[src/rtl/serial_rx16.sv]
module serial_rx16 #(
  parameter int DATA_BITS = 8,
  parameter int OSR       = 16
) (
  input  logic                 clk,
  input  logic                 rst_n,
  input  logic                 rx_in,
  output logic                 rx_valid,
  output logic [DATA_BITS-1:0] rx_data,
  output logic                 rx_noise,
  output logic                 rx_frame_err
);
  localparam int CW = $clog2(OSR + 1);
  localparam int IW = $clog2(DATA_BITS + 2);
  localparam logic [CW-1:0] SLOT_LAST = CW'(OSR);
  localparam logic [CW-1:0] SV_A = CW'(3);
  localparam logic [CW-1:0] SV_B = CW'(5);
  localparam logic [CW-1:0] SV_C = CW'(7);
  localparam logic [CW-1:0] SD_A = CW'(OSR/2 - 1);
  localparam logic [CW-1:0] SD_B = CW'(OSR/2);
  localparam logic [CW-1:0] SD_C = CW'(OSR/2 + 1);
  localparam logic [IW-1:0] STOP_IDX = IW'(DATA_BITS + 1);

  logic [1:0]           sync;
  logic [2:0]           hist;
  logic                 busy;
  logic [CW-1:0]        cnt;
  logic [IW-1:0]        idx;
  logic                 va, vb;
  logic                 noise_acc;
  logic [DATA_BITS-1:0] shreg;

  logic       samp, qual, maj, disagree;
  logic [1:0] highs;

  assign samp     = sync[1];
  assign qual     = (hist == 3'b111) && !samp;
  assign highs    = {1'b0, va} + {1'b0, vb} + {1'b0, samp};
  assign maj      = highs[1];
  assign disagree = (highs == 2'd1) || (highs == 2'd2);

  always_ff @(posedge clk or negedge rst_n) begin
    if (!rst_n) begin
      sync         <= 2'b11;
      hist         <= 3'b111;
      busy         <= 1'b0;
      cnt          <= CW'(1);
      idx          <= '0;
      va           <= 1'b1;
      vb           <= 1'b1;
      noise_acc    <= 1'b0;
      shreg        <= '0;
      rx_valid     <= 1'b0;
      rx_data      <= '0;
      rx_noise     <= 1'b0;
      rx_frame_err <= 1'b0;
    end else begin
      sync     <= {sync[0], rx_in};
      hist     <= {hist[1:0], samp};
      rx_valid <= 1'b0;
      if (!busy) begin
        if (qual) begin
          busy      <= 1'b1;
          cnt       <= CW'(2);
          idx       <= '0;
          noise_acc <= 1'b0;
        end
      end else begin
        cnt <= (cnt == SLOT_LAST) ? CW'(1) : cnt + 1'b1;
        if (cnt == SLOT_LAST) idx <= idx + 1'b1;
        if (idx == '0) begin
          if (cnt == SV_A) va <= samp;
          if (cnt == SV_B) vb <= samp;
          if (cnt == SV_C) begin
            if (maj) busy <= 1'b0;
            else if (disagree) noise_acc <= 1'b1;
          end
        end else begin
          if (cnt == SD_A) va <= samp;
          if (cnt == SD_B) vb <= samp;
          if (cnt == SD_C) begin
            if (disagree) noise_acc <= 1'b1;
            if (idx == STOP_IDX) begin
              busy         <= 1'b0;
              rx_valid     <= 1'b1;
              rx_data      <= shreg;
              rx_noise     <= noise_acc | disagree;
              rx_frame_err <= !maj;
            end else begin
              shreg <= {maj, shreg[DATA_BITS-1:1]};
            end
          end
        end
      end
    end
  end

  // counter stays within 1..OSR while a frame is in progress
  assert_cnt_range_R2: assert property (@(posedge clk) disable iff (!rst_n)
    busy |-> (cnt >= CW'(1) && cnt <= SLOT_LAST));

  assert_cnt_wrap_R2: assert property (@(posedge clk) disable iff (!rst_n)
    (busy && cnt == SLOT_LAST) |=> (!busy || cnt == CW'(1)));

  assert_qual_idle_R3: assert property (@(posedge clk) disable iff (!rst_n)
    $rose(busy) |-> $past(hist == 3'b111 && !samp));

  assert_realign_R4: assert property (@(posedge clk) disable iff (!rst_n)
    $rose(busy) |-> (cnt == CW'(2) && idx == '0));

  assert_reject_R6: assert property (@(posedge clk) disable iff (!rst_n)
    (busy && idx == '0 && cnt == SV_C && va && vb) |=> !busy);

  assert_pulse_R11: assert property (@(posedge clk) disable iff (!rst_n)
    rx_valid |=> !rx_valid);

  assert_hold_R11: assert property (@(posedge clk) disable iff (!rst_n)
    !rx_valid |-> ($stable(rx_data) && $stable(rx_frame_err) && $stable(rx_noise)));

  assert_valid_end_R10: assert property (@(posedge clk) disable iff (!rst_n)
    rx_valid |-> !busy);
endmodule

[config.mk]
export PLATFORM = sky130hd
export DESIGN_NAME = serial_rx16
export DESIGN_NICKNAME = d
export VERILOG_FILES = /design/src/rtl/serial_rx16.sv
export SDC_FILE = /design/constraint.sdc
export NUM_CORES = 1
export LEC_CHECK = 0
export ABC_AREA = 1
export CAP_MARGIN = 20
export CORE_MARGIN = 5
export CORE_UTILIZATION = 50
export DETAILED_ROUTE_END_ITERATION = 16
export DONT_BUFFER_PORTS = 1
export HOLD_SLACK_MARGIN = 0.03
export PLACE_DENSITY_LB_ADDON = 0.3
export RECOVER_POWER = 100
export SLEW_MARGIN = 20
export SYNTH_ARGS = -nofsm -noshare
export SYNTH_HDL_FRONTEND = slang
export SYNTH_SLANG_ARGS = --single-unit
[constraint.sdc]
create_clock -name clk -period 3.2 [get_ports clk]
set_clock_uncertainty 0.2 [all_clocks]
set_input_delay 0.64 -clock clk [delete_from_list [all_inputs] [get_ports clk]]
set_output_delay 0.64 -clock clk [all_outputs]
set_load 0.02 [all_outputs]
==> metrics.txt <==
status=finished, final reports clean; Final nets=217; wire per inst=12.69 um; CTS tree=yes; initial antenna violation count=0; Clk Latency, worst-skew pair=0.35 ns; XOR/XNOR Fraction of Synth Area=under 10%; Final Core Density=between 50 and 60%; vias in the first global route=1331; Routability Congestion=0.8888; Avg Cell Area, Syn=8.969 um^2; post_cts resized=0; Placement Cell Area=between 1500 and 2000 um^2; Inserted Clock Buffers=5; CORE AREA=between 3000 and 4000 um^2; adder-cell area share of the yosys netlist=5.249%; max cap viols=0; Peak supply drop=0.0002599 V; simple-gate portion of the synthesized area=22.44%; final wirelength=3.222 mm; vias=1294; syn nets=~210; GRT Overall Usage=14.86%; largest net degree at the start of global routing=38; DIE AREA=4927 um^2; CP required=3.26 ns; post-synth cell types=27; vias per inst=5.094; Final HPWL DP=2.403 mm; fmax=473.0 MHz; Seq/Total Area, Yosys=51.66%; critical path type=flop to flop; Overflow after GRT=0; number of remaining DRC errors=0; post-synthesis compound-gate area fraction=11.33%; DR iter-0 viols=69; PwrDens=784.1 nW/um^2; Final Instance Area=1849 um^2; Final Max Tran Viols=0; CTS sink count=37; CP endpoint kind=flop; Area growth, synth to finish=2.072%; FF+latch count, synth=37; Rows=21; first-pass GRT wire length=5.885 mm; Max H-tree Level=2; post-route minimum period=2.114 ns; Worst-Margin Slew=0.8310 ns; Final Hold Vio Count=0; HP Class=input pin to flop; mux cell area share after synthesis=0%; die span in y=70.20 um; CP startpoint kind=flop; Post-CTS Hold Buffers=2; IO buf count=0; # IOs=14; # diodes=0; drt pass-1 iters=4; Synth warnings=0; Post-Syn Area=1812 um^2; postcts setup bufs=0; Die X=70.20 um; P_leak=0.0008926 uW; Longest Clk Path Bufs=2; CP max FO=7; Cells after Synth=202; layout cell share with drive strength beyond 1=9.615%; Root Buffer=clkbuf_4; Worst slew margin=between 40% and 50%; largest family of logic cells by synthesized area=simple AND/OR/NAND/NOR gates; Arrival @ worst endpoint=~2.2 ns; Starting Density=53.04%; Setup TNS=0 ns; RSZ-0062 raised after global routing=no; ANT nets after route=0; clk slew on worst S/H paths=0.11 ns; Setup Viol. Count Final=0; Tcrit/Tclk final=66.07%
[final timing paths]
| check | to | cells past startpoint | slack (ns) | from |
|---|---|---|---|---|
| max | idx[2] | 6 | 1.09 | cnt[1] |
| max in group asynchronous | cnt[0] | 2 | 2.01 | rst_n |
| min | sync[0] | 0 | 0.08 | rx_in |
| min reg2reg | sync[1] | 0 | 0.17 | sync[0] |
| min in group asynchronous | noise_acc | 2 | 0.53 | rst_n |
| max reg2reg | idx[2] | 6 | 1.09 | cnt[1] |
[where the power goes]
group | switching (uW) | total, uW | internal [uW]
clock network | 149 | 238 | 88.2
registers | 115 | 688 | 573
logic | 331 | 524 | 193
total | 595 | 1450 | 854
[worst max-delay path, cell delays in order (launching register included)]
cell     delay (ns)
dfrtp_1        0.43
inv_1          0.09
ha_1           0.17
nand2_1        0.07
o21ai_0        0.68
nand2_2        0.17
o21ai_0        0.23
[cell usage in the layout, fill, tap and decap left out]
cell type	instances
a21oi_1	1
buf_12	1
clkbuf_1	2
clkbuf_4	5
clkinv_1	1
clkinv_4	1
dfrtp_1	29
dfstp_1	3
dfstp_2	5
dlygate4sd3_1	1
fa_1	1
ha_1	6
inv_1	23
inv_2	1
inv_4	1
nand2_1	59
nand2_2	2
nand3_1	15
nand4_1	1
nor2_1	15
nor3_1	2
o21ai_0	23
o21ai_2	2
o22ai_1	3
or2_2	2
xnor2_1	1
xor2_1	2
[logic make-up (layout without fill, tap and decap cells)]
logic type               after synthesis  count (layout)
AND/OR/NAND/NOR                       96              96
flip-flops                            37              37
buffers and inverters                 30              36
AO/OA/AOI/OAI                         29              29
adder cells (fa/ha/maj)                7               7
XOR/XNOR                               3               3
[layer usage]
layer | track usage (%) | share of wire [%] | vias up
li1 | - | - | 644
met1 | 17.92 | 43 | 607
met2 | 24.55 | 49 | 36
met3 | 4.304 | 5.9 | 7
met4 | 6.596 | 2.1 | 0
met5 | 0 | 0 | -
[stage by stage]
step           cells  power [uW]  hold WS [ns]  setup WS, ns
2_1_floorplan    202        1127        0.1444         1.419
5_1_grt          254        1592       0.05344        0.8633
6_report         254        1450       0.08224         1.086
3_3_place_gp     244        1215        0.1455         1.341
4_1_cts          254        1491       0.06538         1.302
3_5_place_dp     244        1237        0.1457         1.325
[synthesized netlist by cell type]
library cell / n / area (um^2)
nand2_1: 58 / 217.7
inv_4: 1 / 6.260
xor2_1: 2 / 17.52
nand3_1: 15 / 75.07
buf_2: 1 / 5.000
nand4_1: 1 / 6.260
nor2_2: 1 / 6.260
inv_1: 23 / 86.33
buf_8: 1 / 15.01
dfrtp_1: 29 / 725.7
dfstp_2: 8 / 210.2
nor2_4: 1 / 11.26
buf_6: 2 / 22.52
clkinv_1: 1 / 3.750
o21ai_2: 15 / 131.4
o21ai_0: 6 / 30.03
o21ai_1: 4 / 20.02
inv_2: 1 / 3.750
ha_1: 6 / 75.07
o22ai_1: 3 / 18.77
or2_2: 2 / 12.51
nor3_1: 2 / 10.01
fa_1: 1 / 20.02
nor2_1: 13 / 48.80
xnor2_1: 1 / 8.760
a21oi_1: 1 / 5.000
nand2_2: 3 / 18.77
[state kept, by name (all words and copies together), names as in the netlist, 2 cells and up]
| signal | cells |
|---|---|
| idx | 4 |
| shreg | 8 |
| hist | 3 |
| rx_data | 8 |
| sync | 2 |
| cnt | 5 |
[area by class of cell]
cell class              instances  area (um^2)
inverters                      26        100.1
multi-input cells             135        671.9
flip-flops and latches         37        935.9
fillers                       337         1567
repair buffers                  2        30.03
clock buffers                   7        45.04
clock inverters                 1        8.758
well taps                      46        57.56
Power figures use the tool's default switching activity.
